$ cat config.mk
export PLATFORM = sky130hd
export DESIGN_NAME = freq_sweep_seq
export DESIGN_NICKNAME = d
export VERILOG_FILES = /design/src/rtl/sweep_pkg.sv /design/src/rtl/sweep_datapath.sv /design/src/rtl/sweep_control.sv /design/src/rtl/freq_sweep_seq.sv
export SDC_FILE = /design/constraint.sdc
export NUM_CORES = 1
export LEC_CHECK = 0
export ABC_AREA = 0
export CAP_MARGIN = 5
export CORE_MARGIN = 2
export CORE_UTILIZATION = 50
export CTS_CLUSTER_SIZE = 40
export DETAILED_ROUTE_END_ITERATION = 6
export DONT_BUFFER_PORTS = 1
export GPL_TIMING_DRIVEN = 0
export HOLD_SLACK_MARGIN = 0.03
export MAX_ROUTING_LAYER = met4
export PLACE_DENSITY = 0.64
export REMOVE_ABC_BUFFERS = 1
export SETUP_SLACK_MARGIN = 0.5
export SYNTH_ARGS = -nofsm -noshare
export SYNTH_HDL_FRONTEND = slang
export SYNTH_SLANG_ARGS = --single-unit
$ cat constraint.sdc
create_clock -name clk -period 8.05 [get_ports clk]
set_clock_uncertainty 0.1 [all_clocks]
set_input_delay 2.0125 -clock clk [delete_from_list [all_inputs] [get_ports clk]]
set_output_delay 2.0125 -clock clk [all_outputs]
set_load 0.01 [all_outputs]
$ cat src/rtl/sweep_pkg.sv
package sweep_pkg;
  localparam int unsigned MIN_SETTING = 2;

  typedef struct packed {
    logic load;
    logic step;
  } sweep_ctrl_t;
endpackage

$ cat src/rtl/sweep_datapath.sv
module sweep_datapath
  import sweep_pkg::*;
#(
  parameter int WORD_W = 24,
  parameter int STEP_W = 23
) (
  input  logic              clk,
  input  logic              rstN,
  input  sweep_ctrl_t       ctrl,
  input  logic [WORD_W-1:0] startWord,
  input  logic [STEP_W-1:0] stepMag,
  input  logic              stepDown,
  output logic [WORD_W-1:0] freqWord
);
  logic [STEP_W-1:0] magReg;
  logic              downReg;
  logic [WORD_W-1:0] stepExt;

  assign stepExt = WORD_W'(magReg);

  always_ff @(posedge clk) begin
    if (!rstN) begin
      freqWord <= '0;
      magReg   <= '0;
      downReg  <= 1'b0;
    end else if (ctrl.load) begin
      freqWord <= startWord;
      magReg   <= stepMag;
      downReg  <= stepDown;
    end else if (ctrl.step) begin
      freqWord <= downReg ? (freqWord - stepExt) : (freqWord + stepExt);
    end
  end

  // with neither strobe, the word must not move
  assert_word_hold_R8: assert property (@(posedge clk) disable iff (!rstN)
    (!ctrl.load && !ctrl.step) |=> $stable(freqWord));
endmodule

$ cat src/rtl/sweep_control.sv
module sweep_control
  import sweep_pkg::*;
#(
  parameter int COUNT_W = 12,
  parameter int DWELL_W = 11
) (
  input  logic               clk,
  input  logic               rstN,
  input  logic [COUNT_W-1:0] incrCount,
  input  logic [DWELL_W-1:0] dwellCount,
  input  logic               dwellByCycles,
  input  logic               startPulse,
  input  logic               cycleTick,
  output sweep_ctrl_t        ctrl,
  output logic               busy,
  output logic               done
);
  localparam logic [COUNT_W-1:0] COUNT_MIN = COUNT_W'(MIN_SETTING);
  localparam logic [DWELL_W-1:0] DWELL_MIN = DWELL_W'(MIN_SETTING);

  logic [DWELL_W-1:0] dwellCnt;
  logic [DWELL_W-1:0] dwellLast;
  logic [COUNT_W-1:0] stepIdx;
  logic [COUNT_W-1:0] countLim;
  logic               modeCycles;
  logic               unitTick;
  logic               dwellEnd;
  logic               lastFreq;

  assign unitTick = modeCycles ? cycleTick : 1'b1;
  assign dwellEnd = busy && unitTick && (dwellCnt == dwellLast);
  assign lastFreq = (stepIdx == countLim);

  always_comb begin
    ctrl      = '0;
    ctrl.load = startPulse;
    ctrl.step = !startPulse && dwellEnd && !lastFreq;
  end

  always_ff @(posedge clk) begin
    if (!rstN) begin
      busy       <= 1'b0;
      done       <= 1'b0;
      dwellCnt   <= '0;
      dwellLast  <= DWELL_MIN - DWELL_W'(1);
      stepIdx    <= '0;
      countLim   <= COUNT_MIN;
      modeCycles <= 1'b0;
    end else if (startPulse) begin
      busy       <= 1'b1;
      done       <= 1'b0;
      dwellCnt   <= '0;
      stepIdx    <= '0;
      modeCycles <= dwellByCycles;
      dwellLast  <= ((dwellCount < DWELL_MIN) ? DWELL_MIN : dwellCount) - DWELL_W'(1);
      countLim   <= (incrCount < COUNT_MIN) ? COUNT_MIN : incrCount;
    end else begin
      done <= 1'b0;
      if (busy && unitTick) begin
        if (dwellEnd) begin
          dwellCnt <= '0;
          if (lastFreq) begin
            busy <= 1'b0;
            done <= 1'b1;
          end else begin
            stepIdx <= stepIdx + COUNT_W'(1);
          end
        end else begin
          dwellCnt <= dwellCnt + DWELL_W'(1);
        end
      end
    end
  end

  assert_done_single_R6: assert property (@(posedge clk) disable iff (!rstN)
    done |=> !done);

  assert_done_idle_R6: assert property (@(posedge clk) disable iff (!rstN)
    done |-> !busy);

  assert_idle_no_step_R8: assert property (@(posedge clk) disable iff (!rstN)
    !busy |-> !ctrl.step);

  assert_dwell_bound_R4: assert property (@(posedge clk) disable iff (!rstN)
    busy |-> (dwellCnt <= dwellLast));

  assert_index_bound_R3: assert property (@(posedge clk) disable iff (!rstN)
    busy |-> (stepIdx <= countLim));

  assert_cycle_wait_R5: assert property (@(posedge clk) disable iff (!rstN)
    (busy && modeCycles && !cycleTick && !startPulse) |=>
      ($stable(dwellCnt) && $stable(stepIdx) && busy));
endmodule

$ cat src/rtl/freq_sweep_seq.sv
module freq_sweep_seq
  import sweep_pkg::*;
#(
  parameter int WORD_W  = 24,
  parameter int STEP_W  = 23,
  parameter int COUNT_W = 12,
  parameter int DWELL_W = 11
) (
  input  logic               clk,
  input  logic               rstN,
  input  logic [WORD_W-1:0]  startWord,
  input  logic [STEP_W-1:0]  stepMag,
  input  logic               stepDown,
  input  logic [COUNT_W-1:0] incrCount,
  input  logic [DWELL_W-1:0] dwellCount,
  input  logic               dwellByCycles,
  input  logic               startPulse,
  input  logic               cycleTick,
  output logic [WORD_W-1:0]  freqWord,
  output logic               busy,
  output logic               done
);
  sweep_ctrl_t ctrl;

  sweep_control #(.COUNT_W(COUNT_W), .DWELL_W(DWELL_W)) u_control (
    .clk(clk), .rstN(rstN), .incrCount(incrCount), .dwellCount(dwellCount),
    .dwellByCycles(dwellByCycles), .startPulse(startPulse),
    .cycleTick(cycleTick), .ctrl(ctrl), .busy(busy), .done(done)
  );

  sweep_datapath #(.WORD_W(WORD_W), .STEP_W(STEP_W)) u_datapath (
    .clk(clk), .rstN(rstN), .ctrl(ctrl), .startWord(startWord),
    .stepMag(stepMag), .stepDown(stepDown), .freqWord(freqWord)
  );
endmodule

== Yosys cells after proc, flatten, opt, wreduce, memory -nomap -nowiden ==
Cells that the tools add are included.
W data, S select, Z words.

* RAM bits: 0
* Bits in latches: 0
* Memories: 0
* ROM bits: 0
* Input bits: 76
* Bits in registers: 97
* Word-level logic and storage cells: 49
* Output and inout port bits: 26

* Add/sub/neg operators: 5
* Reductions and logical operators: 14
* Shift-type cells: 0
* Muxes and demuxes: 12
* $lt $le $gt $ge: 2
* Bitwise operators: 4
* Equal/unequal tests: 2
* Multiply operators: 0
* Div/mod/pow operators: 0

{| class="wikitable"
|+ Operators with widths
! cell !! count
|-
| $mux W24 || 3
|-
| $add A24 B23 Y24 || 1
|-
| $sub A24 B23 Y24 || 1
|-
| $mux W11 || 2
|-
| $add A12 B1 Y12 const B || 1
|-
| $eq A12 B12 Y1 || 1
|-
| $lt A12 B2 Y1 const B || 1
|-
| $mux W12 || 1
|-
| $add A11 B1 Y11 const B || 1
|-
| $eq A11 B11 Y1 || 1
|-
| $lt A11 B2 Y1 const B || 1
|-
| $sub A11 B1 Y11 const B || 1
|-
| $reduce_bool A2 Y1 || 4
|-
| $mux W1 || 6
|-
| $reduce_and A3 Y1 || 2
|-
| $logic_and A1 B1 Y1 || 4
|-
| $not A1 Y1 || 4
|-
| $reduce_or A4 Y1 || 1
|-
| $logic_not A1 Y1 || 2
|-
| $reduce_or A2 Y1 || 1
|}

== Logic depth before layout (Yosys ltp) ==
Gate-level depths: netlist of run 1.

* Word-level depth: 7
* Depth in mapped cells: 16
* Depth with buffers taken out: 15

== Modules after synthesis ==
A second synthesis of run 1 with hierarchy kept.

* Cells, all modules: 720
* Area total of the unflattened synthesis: 6045.8 um^2

{| class="wikitable"
|+ By module, submodules not included
! module !! area each (um^2) !! sequential area each (um^2) !! cells an instance !! instances
|-
| sweep_datapath || 3592.2 || 960.9 || 434 || 1
|-
| sweep_control || 2453.6 || 980.9 || 286 || 1
|}

== Worst setup path before layout of run 1 ==
OpenSTA, ideal clock, no wires.

* Kind: input-to-reg
* From: in dwellCount[7]
* To: reg u_control.dwellLast[10]
* Slack: 4.140 ns
* Library setup time: 0.091 ns
* Path buffers: 0
* Stages on the path: 9
* Required time: 7.859 ns
* Arrival time: 3.720 ns
* Path through: nor3_1 -> nand2b_1 -> nor3_1 -> inv_1 -> o21ai_0 -> ha_1 -> nand3_1 -> or3_1 -> a311oi_1

* Longest elaborated chain between the ends: 3

{| class="wikitable"
|+ Ends and longest elaborated chain
! element !! RTL line !! text
|-
| start, declared || freq_sweep_seq.sv:15 || <nowiki>input logic [DWELL_W-1:0] dwellCount,</nowiki>
|-
| $lt A11 B2 Y1 || sweep_control.sv:55 || <nowiki>dwellLast <= ((dwellCount < DWELL_MIN) ? DWELL_MIN : dwellCount) - DWELL_W'(1);</nowiki>
|-
| $mux W11 (*) || sweep_control.sv:55 ||
|-
| $sub A11 B1 Y11 (*) || sweep_control.sv:55 ||
|-
| end signal, assigned || sweep_control.sv:45 || <nowiki>dwellLast <= DWELL_MIN - DWELL_W'(1);</nowiki>
|-
| end signal, assigned || sweep_control.sv:55 ||
|-
| end, declared || sweep_control.sv:22 || <nowiki>logic [DWELL_W-1:0] dwellLast;</nowiki>
|}

Every way passes the cells marked *; elsewhere a longest branch is shown, timed or not.
A chain may end at the register's enable or synchronous reset.

== Worst setup path in the final report of run 1 ==
* From: in cycleTick
* To: reg u_control.stepIdx[11]

* Longest elaborated chain between the ends: 4

{| class="wikitable"
|+ Ends and longest elaborated chain
! element !! RTL line !! text
|-
| start, declared || freq_sweep_seq.sv:18 || <nowiki>input logic cycleTick,</nowiki>
|-
| $mux W1 (*) || sweep_control.sv:30 || <nowiki>assign unitTick = modeCycles ? cycleTick : 1'b1;</nowiki>
|-
| $logic_and A1 B1 Y1 (*) || sweep_control.sv:31, sweep_control.sv:59 ||
|-
| $logic_and A1 B1 Y1 || sweep_control.sv:31 || <nowiki>assign dwellEnd = busy && unitTick && (dwellCnt == dwellLast);</nowiki>
|-
| $reduce_and A3 Y1 (no source line) (*) || - ||
|-
| end signal, assigned || sweep_control.sv:66 || <nowiki>stepIdx <= stepIdx + COUNT_W'(1);</nowiki>
|-
| end, declared || sweep_control.sv:23 || <nowiki>logic [COUNT_W-1:0] stepIdx;</nowiki>
|}

Marks and branches as above.

==> results of run 1 <==
==> per-layer routing <==
layer	up-vias	wire length, µm	track usage, %
met3	11	921	6.588
met2	135	6583	37.29
li1	2498	-	-
met4	0	173	6.016
met5	-	0	-
met1	2288	6725	30.77
==> cell type report <==
type,instances,area [µm²]
Clock buffer,9,225.2
Clock inverter,7,83.83
Fill cell,1099,5170
Inverter,19,71.32
Multi-Input combinational cell,566,3817
Sequential cell,97,1942
Tap cell,143,178.9
Timing Repair Buffer,1,27.53
==> sequential cells by signal (all words and copies together) (netlist names), 11 cells and up <==
name	cells
u_control.countLim	12
u_datapath.freqWord	24
u_control.dwellCnt	11
u_datapath.magReg	23
u_control.stepIdx	12
u_control.dwellLast	11
==> cell families after synthesis <==
logic type                 Yosys count
and+or+nand+nor                    247
AOI/OAI and AO/OA                  159
DFF                                 97
xor gates and xnor gates            88
buffers and inverters               54
muxes                               43
adders and majority gates           29
==> stage by stage <==
| step | util (%) | setup slack, ps |
|---|---|---|
| 6_report | 55.11 | 3547 |
| 5_1_grt | 55.11 | 3319 |
| 4_1_cts | 54.87 | 3568 |
| 3_5_place_dp | 52.18 | 3174 |
| 3_3_place_gp | 52.11 | 2041 |
| 2_1_floorplan | - | 3203 |
==> cells in the final DEF (no fill, tap or decap), types with 6 or more instances in the layout <==
cell       netlist  final
a211oi_1         9      9
a21o_1           6      6
a21oi_1         42     42
a31oi_1          7      7
and3_1           9      9
clkbuf_16        0      9
dfxtp_1         97     97
ha_1            28     28
inv_1           17     17
mux2i_1         40     40
nand2_1         46     45
nand3_1         11     11
nand4_1          6      6
nor2_1         108    108
nor2b_1          8      8
nor3_1          15     15
nor4_1          14     13
o211a_1         10     10
o21ai_0         40     40
xnor2_1         59     59
xor2_1          28     28
==> power groups by stage <==
stage / logic (mW) / clock network, mW / registers, mW
3_5_place_dp: 0.278 / 0 / 0.547
3_3_place_gp: 0.274 / 0 / 0.545
2_1_floorplan: 0.227 / 0 / 0.537
4_1_cts: 0.281 / 0.461 / 0.536
6_report: 0.283 / 0.455 / 0.535
5_1_grt: 0.318 / 0.480 / 0.539
==> worst max-delay path: cells and delay by family <==
family	cells	cell delay [ps]
xor gates and xnor gates	1	190
and+or+nand+nor	4	2320
AOI/OAI and AO/OA	1	90
==> cell usage after synthesis, drive strengths merged (3+ instances only) <==
cell type,instances
a211oi,10
a21o,6
a21oi,43
a22o,5
a311oi,4
a31oi,7
a41oi,3
and2,5
and3,9
buf,10
clkbuf,25
dfxtp,97
ha,28
inv,17
mux2,3
mux2i,40
nand2,46
nand2b,3
nand3,11
nand4,6
nor2,108
nor2b,8
nor3,15
nor3b,6
nor4,14
o211a,10
o211ai,5
o21a,3
o21ai,42
o21bai,5
or3,5
or4,3
xnor2,60
xor2,28
==> path summary, 6_finish.rpt <==
check                              from                       to
setup reg to reg   u_datapath.magReg[7]  u_datapath.freqWord[23]
hold reg to reg   u_control.countLim[1]    u_control.countLim[1]
hold / removal    u_control.countLim[1]    u_control.countLim[1]
setup / recovery              cycleTick    u_control.stepIdx[11]
==> reports/results.txt, run 1 <==
Status -> complete, but fails checks
Failing checks -> DRC
Clock sink count -> 97
Yosys warning total -> 0
CP Capture Type -> register
Setup Viol. Count Final -> 0
Dpl cells -> 825
Synthesized area per cell -> 8.322 µm²
Cts bufs inserted -> 9
Sequential Power Share -> 42.0%
Post-CTS Hold Buffers -> 0
FF-to-FF setup slack -> 3990 ps
Fin Setup TNS -> 0 ps
GRT Util Overall -> 23.89%
Area delta synth->final -> 6.354%
Placed Area -> 6010 µm²
Sequential-to-total area share from yosys stat -> 32.54%
Layout cell share with drive strength beyond 1 -> 4.578%
Synth Area in Simple Gates -> 19.73%
DRC -> 7
Postcts setup bufs -> 0
Worst Path Max Fanout -> 49
P_int -> 0.8767 mW
Final antenna-violating net count -> 0
Global-route wire length before repair -> 24030 µm
Worst-path cell chain -> o2111ai_1 > nor4_2 > nand2_2 > nor4_1 > xnor2_1 > nor2_1
Die footprint -> 12820 µm²
RSZ-0062 raised after global routing -> false
Max Cap Violations -> 0
Distinct cells, synth -> 62
Synth Flop Type -> dfxtp_1
Die Span X -> 113.2 µm
Mux cell area share after synthesis -> 7.339%
Synth top area cells -> dfxtp_1 (33%), xnor2_1 (8.7%), nor2_1 (6.8%)
Post-synth EDFFs -> 0
Clk pwr share -> 35.7%
Switching share of power -> 31.14%
Post-Synth XOR/XNOR Area -> 13.04%
Seq cells post-synth -> 97
Ports -> 102
RePlAce Congestion -> 0.8828
Via total after detailed routing -> 4932
Slowest CP cell -> nor4_2
Routed Wire Length -> 14400 µm
CTS tree -> done
Final net count -> 799
Power Total -> 1.273 mW
Initial antenna violation count -> 0
Synthesized netlist cell count -> 717
Leading area contributor after synthesis -> dfxtp_1
Power per cell area -> 200.6 nW/µm²
Antenna Cells -> 0
Clk_lat worst skew -> 360 ps
Asr flop ratio synth -> 0%
Tcrit/Tclk final -> 55.93%
Final instance count without filler cells -> 842
First-pass iteration count of the detailed router -> 7
Final Max Slew Viols -> 0
Crit Path Class -> primary input to register
P_sw -> 0.3964 mW
Routed vias/inst -> 5.857
Post-route cell area -> 6346 µm²
Vias in the first global route -> 4992
Slew margin rel. -> 32.72%
Wire length per cell -> 17.11 µm
Synth top area share -> 32.54%
Critical Path RT -> 8180 ps
Max clock buf depth -> 2
Reg clk slew, reported paths -> 80 ps
Largest net degree at the start of global routing -> 87
Min Hold Slack -> 403.8 ps
Total gr overflow -> 0
Final min period -> 4503 ps
CTS Root Buffer Type -> clkbuf_16
Cts repair resizes -> 0
Worst EP arrival -> 4630 ps
Core Rows -> 39
Worst Hold Depth -> 2
Worst-margin pin slew -> 1001 ps
Crit start category -> primary input
Peak supply drop -> 0.1934 mV
Final hold vios -> 0
Initial DRC Count -> 298
Achievable Freq -> 222.1 MHz
Mapped Area -> 5967 µm²
HP Class -> register to register
Post-synthesis compound-gate area fraction -> 17.51%
Die height -> 113.2 µm
Leak Pwr -> 2.539 nW
H-Tree Depth -> 3
Adder-Cell Fraction of Synth Area -> 6.207%
Port Buf Inserts -> 0
Combinational power share -> 22.2%
Core area -> 11520 µm²
Largest family of logic cells by synthesized area -> simple AND/OR/NAND/NOR gates
Max incr delay on CP -> 840 ps
Worst r2r path cells -> 13
Effective utilization at floorplan -> 51.81%
HPWL Detailed -> 10610 µm
Note: power is estimated with default switching activity, not from simulation.
==> inputs of run 2 (changes only) <==
- PLACE_DENSITY: 0.64 -> 0.67
- clock period: 8.05 -> 3.85 ns (I/O delays scaled with it)
==> run 2 against run 1 <==
Net effect:
- the flow still finishes with violations (DRC)
- worst setup slack worse by 3100 ps
- sequential power up 110%
- cell count up 3.1%
- global-route usage up 0.28 points
- largest power group unchanged
- highest routed layer unchanged
==> reports/results.txt, run 2 (synthesized netlist as in run 1, its figures left out) <==
Final hold vios -> 0 (unchanged)
Worst EP arrival -> 3550 ps (-1080 ps)
Routed Wire Length -> 14920 µm (+3.6%)
Core area -> 11520 µm² (unchanged)
Min Hold Slack -> 407.0 ps (+3.251 ps)
Global-route wire length before repair -> 24160 µm (+0.55%)
Slew margin rel. -> 28.97% (-3.7 points)
R2R Path End -> u_datapath.freqWord[23]
Hold EP -> u_control.countLim[1]
Total gr overflow -> 0 (unchanged)
Status -> complete, but fails checks
Area delta synth->final -> 15.24%
Min-delay src -> u_control.countLim[1]
Core Rows -> 39 (unchanged)
Die height -> 113.2 µm (unchanged)
Fin Setup TNS -> 0 ps (unchanged)
CTS Root Buffer Type -> clkbuf_16
Final setup margin -> 476.1 ps (-3071 ps)
CP Capture Type -> register
Power per cell area -> 408.3 nW/µm² (+100%)
Worst Hold Depth -> 2 (unchanged)
Worst Path Max Fanout -> 5 (-90%)
Antenna Cells -> 0 (unchanged)
Setup Viol. Count Final -> 0 (unchanged)
Final antenna-violating net count -> 0 (unchanged)
Largest net degree at the start of global routing -> 87 (unchanged)
Reg clk slew, reported paths -> 70 ps (about the same)
Die Span X -> 113.2 µm (unchanged)
Placed Area -> 6010 µm² (unchanged)
GRT Util Overall -> 24.16% (+0.28 points)
HPWL Detailed -> 10450 µm (-1.5%)
RSZ-0062 raised after global routing -> true
Crit Path Class -> register to register
Post-route cell area -> 6877 µm² (+8.4%)
Critical Path RT -> 4030 ps (-4150 ps)
Register area -> 1961 µm² (+0.97%)
Max clock buf depth -> 2 (unchanged)
Final net count -> 826 (+3.4%)
DP Worst Slack -> -182.3 ps (-3356 ps)
DRC -> 5 (-2)
Effective utilization at floorplan -> 51.81% (unchanged)
RePlAce Congestion -> 0.8731 (-1.1%)
Layout fillers -> 1067 (-2.9%)
Commonest non-fill, non-tap cell in the layout -> nor2_1
Die footprint -> 12820 µm² (unchanged)
Worst-margin pin slew -> 1057 ps (+55.70 ps)
Worst r2r path cells -> 15 (+2)
Clock sink count -> 97 (unchanged)
Peak supply drop -> 0.2605 mV (+35%)
Number of flip-flops in the largest register -> 24 (unchanged)
FF-to-FF setup slack -> 480 ps (-3510 ps)
Via total after detailed routing -> 5067 (+2.7%)
Top flop regs -> u_datapath.freqWord x24, u_datapath.magReg x23
Clk_lat worst skew -> 350 ps (about the same)
R2r startpoint -> u_datapath.magReg[0]
Crit start category -> register
Final min period -> 3374 ps
Achievable Freq -> 296.4 MHz
Final Max Slew Viols -> 0 (unchanged)
Tcrit/Tclk final -> 87.63%
Vias in the first global route -> 4969 (-0.46%)
Wire length per cell -> 17.19 µm (+0.49%)
Max Cap Violations -> 0 (unchanged)
Initial DRC Count -> 200 (-33%)
HP Class -> register to register
Multi-input gate area -> 4138 µm² (+8.4%)
Layout cell share with drive strength beyond 1 -> 16.69% (+12 points)
Port Buf Inserts -> 0 (unchanged)
CTS tree -> done
First-pass iteration count of the detailed router -> 6 (-1)
Most frequent cells in the layout -> nor2_1 (105), dfxtp_1 (88), xnor2_1 (57)
Biggest register -> u_datapath.freqWord
Initial antenna violation count -> 0 (unchanged)
Routed vias/inst -> 5.838 (-0.34%)
H-Tree Depth -> 3 (unchanged)
Leak Pwr -> 2.733 nW (+7.6%)
Failing checks -> DRC
Ports -> 102 (unchanged)
Cts bufs inserted -> 9 (unchanged)
-- run 2: area by class of cell --
class                   instances  area share, %
clock buffers                  11          3.675
clock inverters                 4         0.7642
inverters                      19          1.037
multi-input cells             566          60.17
flip-flops and latches         97          28.51
well taps                     143          2.602
repair buffers                 28          3.239
-- run 2: metrics by stage --
step	power [mW]	util, %	std cells
floorplan	1.598	-	682
global placement	1.711	52.11	825
detailed placement	1.724	52.18	825
CTS	2.735	57.33	856
global route	2.950	59.71	868
finish	2.807	59.71	868
-- run 2: repair_timing --
item,CTS,global route
resized for setup,41,44
setup buffers,16,12
pin swaps,22,30
hold buffers,0,0
endpoints found under the setup margin,13,13
cloned,0,0
-- run 2: where the power goes --
| part | internal (mW) | switching [mW] | total, mW | leakage (nW) |
|---|---|---|---|---|
| sequential | 1.05 | 0.0694 | 1.12 | 0.802 |
| combinational | 0.361 | 0.399 | 0.760 | 1.79 |
| clock | 0.535 | 0.390 | 0.926 | 0.140 |
| total | 1.95 | 0.858 | 2.81 | 2.73 |
-- run 2: worst max-delay path: stages (launching register included) --
cell      delay, ps
dfxtp_1         410
inv_1            90
ha_1            200
and2_4          150
a41oi_2         190
nor2_2           80
o21ai_1         110
xnor2_1         200
ha_2            350
a21oi_2         160
o21bai_1         80
a21o_1          200
a221o_1         350
a41oi_2         190
mux2_4          320
a211oi_2        120
-- run 2: worst max path at each step --
stage / startpoint / endpoint / cells after the start / slack (ps)
global route: u_datapath.magReg[0] / u_datapath.freqWord[23] / 15 / 260
CTS: u_datapath.magReg[15] / u_datapath.freqWord[23] / 13 / 370
global placement: cycleTick / u_control.stepIdx[11] / 6 / -990
floorplan: cycleTick / u_control.stepIdx[11] / 6 / 50
finish: u_datapath.magReg[0] / u_datapath.freqWord[23] / 15 / 480
detailed placement: u_datapath.magReg[7] / u_datapath.freqWord[23] / 13 / -180
-- run 2: per-layer routing --
metal	global-route usage (%)	part of all wire (%)
met4	6.911	1.5
met5	-	0
met1	30.70	46
met2	38.72	46
met3	5.463	6.2
